`src/rtl/lnkser_pkg.sv`:
```
package lnkser_pkg;

  // Forwarded clock pattern for one word, slot 0 in bit 0: the first
  // ceil(slots/2) slots are high and the rest low.
  function automatic logic [31:0] fwd_pattern(input int unsigned slots);
    logic [31:0] pat;
    pat = '0;
    for (int unsigned i = 0; i < slots && i < 32; i++) begin
      pat[i] = (i < (slots + 1) / 2);
    end
    return pat;
  endfunction

endpackage

```
`src/rtl/lnk_word_strobe.sv`:
```
module lnk_word_strobe (
  input  logic clk,
  input  logic rst_n,
  input  logic word_clk,
  output logic stb
);
  logic wc_q;
  logic wc_d;

  always_comb begin
    wc_d = word_clk;
  end

  always_ff @(posedge clk or negedge rst_n) begin
    if (!rst_n) wc_q <= 1'b0;
    else        wc_q <= wc_d;
  end

  assign stb = word_clk & ~wc_q;


  stb_spacing_chk: assert property (@(posedge clk) disable iff (!rst_n)
    stb |=> !stb);

endmodule

```
`src/rtl/lnk_lock_ctrl.sv`:
```
module lnk_lock_ctrl #(
  parameter int unsigned LOCK_WORDS = 8
) (
  input  logic clk,
  input  logic rst_n,
  input  logic sleep_n,
  input  logic stb,
  output logic locked
);
  localparam int unsigned CNT_W = $clog2(LOCK_WORDS + 1);

  logic [CNT_W-1:0] cnt_q, cnt_d;
  logic             lock_q, lock_d;

  always_comb begin
    cnt_d  = cnt_q;
    lock_d = lock_q;
    if (!sleep_n) begin
      cnt_d  = '0;
      lock_d = 1'b0;
    end else if (stb && !lock_q) begin
      if (cnt_q == CNT_W'(LOCK_WORDS - 1)) lock_d = 1'b1;
      else                                 cnt_d  = cnt_q + 1'b1;
    end
  end

  always_ff @(posedge clk or negedge rst_n) begin
    if (!rst_n) begin
      cnt_q  <= '0;
      lock_q <= 1'b0;
    end else begin
      cnt_q  <= cnt_d;
      lock_q <= lock_d;
    end
  end

  assign locked = lock_q;


  sleep_clears_lock_chk: assert property (@(posedge clk) disable iff (!rst_n)
    !sleep_n |=> !locked);


  lock_on_strobe_chk: assert property (@(posedge clk) disable iff (!rst_n)
    $rose(locked) |-> $past(stb));

endmodule

```
`src/rtl/lnk_lane_shift.sv`:
```
module lnk_lane_shift #(
  parameter int unsigned SLOTS = 7
) (
  input  logic             clk,
  input  logic             rst_n,
  input  logic             load,
  input  logic [SLOTS-1:0] par,
  output logic             ser
);
  logic [SLOTS-1:0] sreg_q, sreg_d;

  always_comb begin
    if (load) sreg_d = par;
    else      sreg_d = sreg_q >> 1;
  end

  always_ff @(posedge clk or negedge rst_n) begin
    if (!rst_n) sreg_q <= '0;
    else        sreg_q <= sreg_d;
  end

  assign ser = sreg_q[0];

endmodule

```
`src/rtl/lnk_serializer.sv`:
```
module lnk_serializer
  import lnkser_pkg::*;
#(
  parameter int unsigned LANES      = 4,
  parameter int unsigned SLOTS      = 7,
  parameter int unsigned LOCK_WORDS = 8
) (
  input  logic                   clk_bit,
  input  logic                   rst_n,
  input  logic                   word_clk,
  input  logic                   sleep_n,
  input  logic [LANES*SLOTS-1:0] par_word,
  output logic [LANES-1:0]       lane_dat,
  output logic                   lane_fclk,
  output logic                   lane_oe
);
  localparam int unsigned    WORD_W   = LANES * SLOTS;
  localparam logic [SLOTS-1:0] FCLK_PAT = SLOTS'(fwd_pattern(SLOTS));

  // Reset: asserted asynchronously, released after two bit-clock edges
  logic [1:0] rs_q;
  logic       rst_s;

  always_ff @(posedge clk_bit or negedge rst_n) begin
    if (!rst_n) rs_q <= '0;
    else        rs_q <= {rs_q[0], 1'b1};
  end
  assign rst_s = rs_q[1];

  logic stb;
  logic locked;

  lnk_word_strobe u_strobe (
    .clk      (clk_bit),
    .rst_n    (rst_s),
    .word_clk (word_clk),
    .stb      (stb)
  );

  lnk_lock_ctrl #(.LOCK_WORDS(LOCK_WORDS)) u_lock (
    .clk     (clk_bit),
    .rst_n   (rst_s),
    .sleep_n (sleep_n),
    .stb     (stb),
    .locked  (locked)
  );

  // Holding register: one word period between capture and transmission
  logic [WORD_W-1:0] hold_q, hold_d;
  logic              hold_en;
  logic              hvld_q, hvld_d;
  logic              send_q, send_d;

  always_comb begin
    hold_en = stb & sleep_n;
    hold_d  = hold_q;
    hvld_d  = hvld_q;
    send_d  = send_q;
    if (!sleep_n) begin
      hvld_d = 1'b0;
      send_d = 1'b0;
    end else if (stb) begin
      hold_d = par_word;
      hvld_d = locked;
      send_d = hvld_q;
    end
  end

  always_ff @(posedge clk_bit or negedge rst_n) begin
    if (!rst_n) hold_q <= '0;
    else if (hold_en) hold_q <= hold_d;
  end

  always_ff @(posedge clk_bit or negedge rst_s) begin
    if (!rst_s) begin
      hvld_q <= 1'b0;
      send_q <= 1'b0;
    end else begin
      hvld_q <= hvld_d;
      send_q <= send_d;
    end
  end

  // Serial lanes: data lanes plus one forwarded clock lane
  logic [LANES-1:0] lane_ser;
  logic             fclk_ser;

  for (genvar g = 0; g < LANES; g++) begin : g_lane
    lnk_lane_shift #(.SLOTS(SLOTS)) u_shift (
      .clk   (clk_bit),
      .rst_n (rst_s),
      .load  (stb),
      .par   (hold_q[g*SLOTS +: SLOTS]),
      .ser   (lane_ser[g])
    );
  end

  lnk_lane_shift #(.SLOTS(SLOTS)) u_fclk (
    .clk   (clk_bit),
    .rst_n (rst_s),
    .load  (stb),
    .par   (FCLK_PAT),
    .ser   (fclk_ser)
  );

  assign lane_dat  = lane_ser & {LANES{send_q}};
  assign lane_fclk = fclk_ser & send_q;
  assign lane_oe   = send_q;


  sleep_disables_chk: assert property (@(posedge clk_bit) disable iff (!rst_s)
    !sleep_n |=> !lane_oe);


  oe_needs_lock_chk: assert property (@(posedge clk_bit) disable iff (!rst_s)
    lane_oe |-> locked);


  fclk_first_slot_chk: assert property (@(posedge clk_bit) disable iff (!rst_s)
    $rose(lane_oe) |-> lane_fclk);


  quiet_when_off_chk: assert property (@(posedge clk_bit) disable iff (!rst_s)
    !lane_oe |-> (lane_dat == '0 && !lane_fclk));


  oe_on_strobe_chk: assert property (@(posedge clk_bit) disable iff (!rst_s)
    $rose(lane_oe) |-> $past(stb));

endmodule

```
`config.mk`:
```
export PLATFORM = sky130hd
export DESIGN_NAME = lnk_serializer
export DESIGN_NICKNAME = d
export VERILOG_FILES = /design/src/rtl/lnkser_pkg.sv /design/src/rtl/lnk_word_strobe.sv /design/src/rtl/lnk_lock_ctrl.sv /design/src/rtl/lnk_lane_shift.sv /design/src/rtl/lnk_serializer.sv
export SDC_FILE = /design/constraint.sdc
export NUM_CORES = 1
export LEC_CHECK = 0
export BUFFER_PORTS_ARGS = -buffer_cell sky130_fd_sc_hd__buf_2
export CAP_MARGIN = 40
export CORE_MARGIN = 3
export CORE_UTILIZATION = 41
export CTS_CLUSTER_DIAMETER = 80
export DETAILED_ROUTE_END_ITERATION = 10
export GPL_TIMING_DRIVEN = 0
export SYNTH_ARGS = -nofsm -noshare
export SYNTH_HDL_FRONTEND = slang
export SYNTH_SLANG_ARGS = --single-unit
```
`constraint.sdc`:
```
create_clock -name clk_bit -period 2 [get_ports clk_bit]
set_input_delay 0.1 -clock clk_bit [delete_from_list [all_inputs] [get_ports clk_bit]]
set_output_delay 0.1 -clock clk_bit [all_outputs]
set_load 0.03 [all_outputs]
```
### Word-level counts from Yosys, hierarchy flattened

Cells that the tools add are included.

* logic and storage cells: 43
* bits in registers: 73
* bits of input ports: 32
* output and inout port bits: 6

* equal/unequal tests: 5
* reductions and logical operators: 5
* bitwise operators: 5
* muxes and demuxes: 15
* add/sub/neg operators: 1

Operator list (count)
* $mux 7: 4
* $mux 4: 3
* $mux 1: 7
* $mux 6: 1
* $ne 2x1->1 const B: 3
* $add 4x1->4 const B: 1
* $and 4x4->4: 1
* $eq 4x3->1 const B: 1
* $reduce_and 2->1: 2
* $and 1x1->1: 3
* $reduce_and 3->1: 1
* $ne 2x2->1 const B: 1
* $logic_and 1x1->1: 1
* $logic_not 1->1: 1
* $not 1->1: 1

### Logic depth before layout (Yosys ltp)

Gate-level depths: netlist (run 1).

* word-level depth: 5
* mapped depth: 5
* depth with buffers taken out: 4

### Cells and area by module

A second synthesis (run 1) with hierarchy kept.

* cell total of the unflattened synthesis: 176
* area total of the unflattened synthesis: 3010.4 sq um

By module, submodules not included
* lnk_lane_shift: times used 5, sequential area each 175.2 sq um, cells each 15, area each 284.0 sq um
* lnk_serializer: times used 1, sequential area each 800.8 sq um, cells each 74, area each 1296.2 sq um
* lnk_lock_ctrl: times used 1, sequential area each 125.1 sq um, cells each 25, area each 255.2 sq um
* lnk_word_strobe: times used 1, sequential area each 25.0 sq um, cells each 2, area each 38.8 sq um

### Worst setup path before layout (run 1)

Ideal clock, no wire load.

* kind: register -> register
* start: reg u_strobe.wc_q
* end: reg hold_q[0]
* stages on the path, launching flop included: 6
* period minus slack after synthesis: 1.271 ns
* data arrival time: 1.146 ns
* required time: 1.875 ns
* buffers on the path: 1
* path slack: 0.729 ns
* library setup time: 0.125 ns
* cells stage by stage: dfrtp_1 > nand2b_4 > inv_2 > nand2_4 > buf_6 > mux2_4

* longest elaborated chain between the ends: 4

Ends and longest elaborated chain
* start: declaration: line lnk_word_strobe.sv:7 `logic wc_q;`
* start signal: assignment: line lnk_word_strobe.sv:16 `else wc_q <= wc_d;`
* $not 1->1 (*): line lnk_word_strobe.sv:19 `assign stb = word_clk & ~wc_q;`
* $and 1x1->1 (*): line lnk_word_strobe.sv:19
* $and 1x1->1: line lnk_serializer.sv:55 `hold_en = stb & sleep_n;`
* $reduce_and 3->1 (no source line) (*)
* end signal: assignment: line lnk_serializer.sv:71 `else if (hold_en) hold_q <= hold_d;`
* end: declaration: line lnk_serializer.sv:49 `logic [WORD_W-1:0] hold_q, hold_d;`

Mark *: on every way between the ends. The rest lies on a longest branch, timed or not.
A chain may end at the register's enable or synchronous reset.

### Worst setup path after layout (run 1)

* start: reg u_strobe.wc_q
* end: reg hold_q[10]

The elaborated chain is that of the path after synthesis.

==> results of run 1 <==
## synthesized netlist by cell type
library cell	count
a21boi_0	2
a21oi_1	1
and2_1	10
and3b_1	1
buf_2	2
buf_6	2
clkbuf_1	5
conb_1	1
dfrtp_1	70
ha_1	1
inv_2	1
mux2_2	8
mux2_4	20
mux2i_1	1
nand2_1	79
nand2_4	1
nand2b_1	3
nand2b_4	1
nand3b_1	2
nand4_1	3
nand4b_1	1
nor2_1	1
nor3b_2	1
o21a_1	1
o21ai_0	2
## logic make-up (layout without fill, tap and decap cells)
group           Yosys count  in the layout  share of synthesized area
mux                      29             29                      0.147
simple gates            103            103                      0.172
fa+ha+maj                 1              1                    0.00458
compound gates            6              6                     0.0137
buf+inv                  10             93                     0.0202
flops                    70             70                      0.641
other cells               1              1                    0.00137
## path summary, 6_finish.rpt
kind / depth (start not counted) / startpoint / to
worst max register to register: 5 / u_strobe.wc_q / hold_q[10]
min in group asynchronous: 0 / rs_q[1] / g_lane[3].u_shift.sreg_q[3]
max in group asynchronous: 2 / rst_n / rs_q[1]
worst min register to register: 0 / rs_q[1] / g_lane[3].u_shift.sreg_q[3]
worst max-delay path: 5 / u_strobe.wc_q / hold_q[10]
worst min-delay path: 2 / par_word[13] / hold_q[13]
## power by group through the flow
stage / Clock [W] / Combinational (W) / Sequential, W
6_report: 0.00141 / 0.000386 / 0.00171
5_1_grt: 0.00151 / 0.000433 / 0.00173
4_1_cts: 0.00144 / 0.000392 / 0.00171
3_5_place_dp: 0 / 0.000349 / 0.00173
3_3_place_gp: 0 / 0.000323 / 0.00174
2_1_floorplan: 0 / 0.000253 / 0.00171
## metal layers
metal | wire (µm) | up-vias
met4 | 31 | 0
met2 | 2370 | 31
met5 | 0 | -
met3 | 194 | 4
li1 | - | 863
met1 | 2310 | 856
## metrics by stage
stage	cell area, µm²	hold slack (ns)	utilization
floorplan	2730	-0.196	-
global placement	3010	0.182	0.472
detailed placement	3030	0.149	0.475
CTS	3580	0.00825	0.561
global route	3580	0.00393	0.561
finish	3580	0.0162	0.561
## worst max-delay path, delay by kind of cell, from the launching register on
kind	cells	cell delay, ns
buffers and inverters	2	0.29
flip-flops	1	0.40
multiplexers	1	0.30
AND/OR/NAND/NOR	2	0.28
## cell type report
cell class | count | area share
repair buffers | 67 | 0.138
plain buffers | 9 | 0.0143
flip-flops and latches | 70 | 0.490
inverters | 1 | 0.00105
clock buffers | 11 | 0.0423
clock inverters | 5 | 0.0294
well taps | 77 | 0.0269
multi-input cells | 140 | 0.258
## flip-flops by register name, indices dropped and copies added (netlist names)
register	flops
g_lane.u_shift.sreg_q	28
hold_q	28
hvld_q	1
lane_oe	1
rs_q	2
u_fclk.sreg_q	4
u_lock.cnt_q	4
u_lock.locked	1
u_strobe.wc_q	1
==> results.py, run 1 <==
metrics = {
    "status": {
        "status": "finished, final reports clean",
    },
    "clock_network": {
        "cts_resized": 0,
        "cts_buffers": 9,
        "cts_tree": "done",
        "clockBufferDepth": 2,
        "clock_latency_ns": 0.33,
        "clockRootBuffer": "clkbuf_8",
        "htree_levels": 3,
        "ctsHoldBuffers": 29,
        "cts_setup_buffers": 0,
        "clkTransAtPathRegs_ns": 0.07,
        "cts.sinks": 70,
    },
    "timing": {
        "timing.fmax_mhz": 718,
        "hold_viol_final": 0,
        "setup_viol": 0,
        "drv_slew": 0,
        "finClkSkew_ns": 0.00440,
        "setup_ws_ns": 0.607,
        "finalCriticalPeriod_ns": 1.39,
        "slew_headroom": 0.544,
        "tns_ns": 0,
        "tightest_slew_ns": 0.685,
        "fin_crit_sh": 0.697,
        "rsz0062_at_grt": "false",
    },
    "grt": {
        "use_met3": 0.0461,
        "overflow": 0,
        "busiest_layer": "met2",
        "grt_first_pass_wirelength_um": 8340,
        "grt.met1_usage": 0.195,
        "grt_use_total": 0.145,
        "grtUsageMet2": 0.224,
        "antenna_found_initial": 0,
        "grt_max_degree": 31,
        "grt_pass1_vias": 1757,
    },
    "finish": {
        "regArea_mm2": 0.00175,
        "layout_common_cells": "nand2_1 (79), dfrtp_1 (69), buf_2 (39)",
        "drive_gt1_frac": 0.300,
        "area_delta_synth_final_pct": 31.1,
        "finalNonFillerCells": 380,
        "multiInputGateArea_um2": 925,
        "nets": 331,
        "layout_commonest_cell": "nand2_1",
        "antenna_cells": 0,
        "fill_cells": 545,
    },
    "synth": {
        "synth_cell_type_count": 25,
        "syn_inst": 220,
        "synth-seq-cells": 70,
        "syn-cell-area_mm2": 0.00273,
        "synth_area_leaders": "dfrtp_1 (64%), mux2_4 (11%), nand2_1 (11%), mux2_2 (3.3%), and2_1 (2.3%)",
        "ys_warn_count": 0,
        "yosysTopAreaCellShare": 0.641,
        "synth_fp_nets": 253,
        "syn_area_per_cell_um2": 12.4,
        "yosysTopAreaCell": "dfrtp_1",
        "ys_seq_area_frac": 0.641,
    },
    "pwr": {
        "combinationalPowerShare": 0.110,
        "switchingPower_w": 0.000748,
        "vdd_drop_max_v": 0.000503,
        "seq_power_share": 0.488,
        "fin_total_pwr_w": 0.00350,
        "clockPowerShare": 0.402,
        "p_int_w": 0.00275,
        "sw_frac_of_total": 0.214,
        "p_leak_nw": 1.85,
        "power_density_mw_per_mm2": 977,
    },
    "floorplanning": {
        "pin_count": 38,
        "fp.dieW_um": 87.6,
        "die_area_mm2": 0.00768,
        "die_h_um": 87.6,
        "start_util": 0.428,
        "core_mm2": 0.00639,
        "fp-row-count": 29,
    },
    "placement": {
        "dp_slack_ns": 0.600,
        "port_buffers": 37,
        "dp.final_hpwl_um": 3130,
        "gp_congestion": 0.714,
        "placedCellCount": 335,
    },
    "routing": {
        "first_pass_iters": 4,
        "drt_iter0_drc": 101,
        "vias": 1754,
        "ant_nets": 0,
        "totalWireLength_um": 4910,
        "wl_per_cell_um": 12.9,
        "drc": 0,
        "viasPerCell": 4.62,
    },
    "setup_path": {
        "critPathCaptureType": "flip-flop",
        "startpoint_type": "flip-flop",
        "worstPathArrival_ns": 1.61,
        "worst_path_largest_cell_delay_ns": 0.40,
        "reg2reg_slack_ns": 0.61,
        "cp.required_ns": 2.22,
        "critical_path_peak_fanout": 10,
        "worst-setup-path-type": "flip-flop to flip-flop",
        "crit_chain": "nand2b_4 -> inv_2 -> nand2_4 -> buf_6 -> mux2_4",
        "critPathSlowestCell": "dfrtp_1",
    },
    "job": {
        "cap_viol_max_count": 0,
    },
    "worst_hold_path": {
        "min_path_type": "input port to flip-flop",
    },
}
Power figures use the tool's default switching activity.
==> inputs of run 2 (changes only) <==
==> constraint.sdc (replaced) <==
create_clock -name clk_bit -period 1.3 [get_ports clk_bit]
set_input_delay 0.065 -clock clk_bit [delete_from_list [all_inputs] [get_ports clk_bit]]
set_output_delay 0.065 -clock clk_bit [all_outputs]
set_load 0.03 [all_outputs]
==> results.py, run 2 (synthesis gave the netlist of run 1 again) <==
metrics = {
    "status": {
        "status": "finished, final reports clean",
    },
    "floorplanning": {
        "die_h_um": 87.6,
        "start_util": 0.428,
        "fp-row-count": 29,
        "die_area_mm2": 0.00768,
        "fp.dieW_um": 87.6,
        "pin_count": 38,
        "core_mm2": 0.00639,
    },
    "routing": {
        "drt_iter0_drc": 85,
        "viasPerCell": 4.59,
        "vias": 1772,
        "first_pass_iters": 4,
        "wl_per_cell_um": 13.0,
        "totalWireLength_um": 5010,
        "ant_nets": 0,
        "drc": 0,
    },
    "pwr": {
        "power_density_mw_per_mm2": 1470,
        "p_int_w": 0.00426,
        "vdd_drop_max_v": 0.000780,
        "seq_power_share": 0.484,
        "switchingPower_w": 0.00116,
        "p_leak_nw": 1.90,
        "clockPowerShare": 0.400,
        "sw_frac_of_total": 0.215,
        "combinationalPowerShare": 0.116,
    },
    "grt": {
        "grt_use_total": 0.148,
        "grt.met1_usage": 0.200,
        "grt_first_pass_wirelength_um": 8520,
        "overflow": 0,
        "antenna_found_initial": 0,
        "grtUsageMet2": 0.228,
        "grt_max_degree": 31,
        "busiest_layer": "met2",
        "use_met3": 0.0461,
        "grt_pass1_vias": 1789,
    },
    "clock_network": {
        "clockRootBuffer": "clkbuf_8",
        "cts_tree": "done",
        "cts.sinks": 70,
        "cts_buffers": 9,
        "clockBufferDepth": 2,
        "clkTransAtPathRegs_ns": 0.08,
        "htree_levels": 3,
        "clock_latency_ns": 0.33,
    },
    "timing": {
        "slew_headroom": 0.545,
        "rsz0062_at_grt": "true",
        "finClkSkew_ns": 0.00476,
        "hold_viol_final": 0,
        "hold_ws_ns": 0.147,
        "tns_ns": 0,
        "timing.fmax_mhz": 778,
        "fin_crit_sh": 0.988,
        "drv_slew": 0,
        "tightest_slew_ns": 0.683,
        "finalCriticalPeriod_ns": 1.28,
        "setup_ws_ns": 0.0154,
        "setup_viol": 0,
    },
    "setup_path": {
        "cp.required_ns": 1.51,
        "critical_path_peak_fanout": 10,
        "worst-setup-path-type": "flip-flop to flip-flop",
        "critPathCaptureType": "flip-flop",
        "worstPathArrival_ns": 1.50,
        "startpoint_type": "flip-flop",
    },
    "finish": {
        "antenna_cells": 0,
        "layout_common_cells": "nand2_1 (79), dfrtp_1 (68), buf_2 (38)",
        "drive_gt1_frac": 0.327,
        "area_delta_synth_final_pct": 35.3,
        "nets": 337,
        "reg_top3": "g_lane.u_shift.sreg_q x28, hold_q x28",
        "layout_commonest_cell": "nand2_1",
    },
    "placement": {
        "gp_congestion": 0.714,
        "port_buffers": 37,
        "dp.final_hpwl_um": 3130,
        "dp_slack_ns": -0.100,
    },
    "job": {
        "cap_viol_max_count": 0,
    },
    "worst_hold_path": {
        "min_path_type": "flip-flop to asynchronous set/reset pin",
    },
}
==> run 2: layer usage <==
metal  share of wire  vias to the layer above  wire [µm]
met5               0                        -          0
met4          0.0092                        0         46
met3           0.038                        5        189
met2            0.48                       28       2420
met1            0.47                      862       2350
li1                -                      877          -
==> run 2: worst max-delay path: stages, from the launching register on <==
cell,delay (ns)
dfrtp_1,0.39
nand2b_4,0.16
inv_6,0.08
nand2_8,0.08
buf_12,0.16
mux2_4,0.29
==> run 2: path summary, 6_finish.rpt <==
path | cells after the start | slack [ns] | from | to
min reg2reg | 0 | 0.15 | rs_q[1] | g_lane[3].u_shift.sreg_q[3]
max | 5 | 0.02 | u_strobe.wc_q | hold_q[3]
max reg2reg | 5 | 0.02 | u_strobe.wc_q | hold_q[3]
min | 0 | 0.15 | rs_q[1] | g_lane[3].u_shift.sreg_q[3]
max in group asynchronous | 2 | 0.52 | rst_n | rs_q[1]
min in group clk_bit | 3 | 0.27 | sleep_n | u_lock.locked
==> run 2: timing repair <==
| item | in CTS | in global routing |
|---|---|---|
| resized for setup | 8 | 12 |
| pin swaps | 1 | 0 |
| hold buffers | 30 | 0 |
| cloned | 1 | 0 |
| endpoints found under the setup margin | 29 | 45 |
| buffers inserted | 4 | 0 |
| hold endpoints to repair | 59 | 0 |
==> run 2: per-stage QoR <==
step | power (W) | utilization | std cells | area, µm²
floorplan | 0.00302 | - | 220 | 2730
global placement | 0.00317 | 0.472 | 334 | 3010
detailed placement | 0.00321 | 0.475 | 335 | 3030
CTS | 0.00548 | 0.576 | 386 | 3680
global route | 0.00569 | 0.579 | 386 | 3690
finish | 0.00542 | 0.579 | 386 | 3690
==> run 2: final cells by class <==
type                    instances  area, µm²
fillers                       528       2690
flip-flops and latches         70       1750
multi-input cells             140        940
repair buffers                 73        563
clock buffers                  11        151
clock inverters                 5        105
well taps                      77       96.3
plain buffers                   9       76.3
inverters                       1       8.76
==> run 2: power by group through the flow <==
stage / registers (W) / logic, W / clock network [W]
floorplan: 0.00263 / 0.000389 / 0
global placement: 0.00268 / 0.000497 / 0
detailed placement: 0.00267 / 0.000536 / 0
CTS: 0.00263 / 0.000632 / 0.00222
global route: 0.00266 / 0.000701 / 0.00233
finish: 0.00263 / 0.000629 / 0.00217
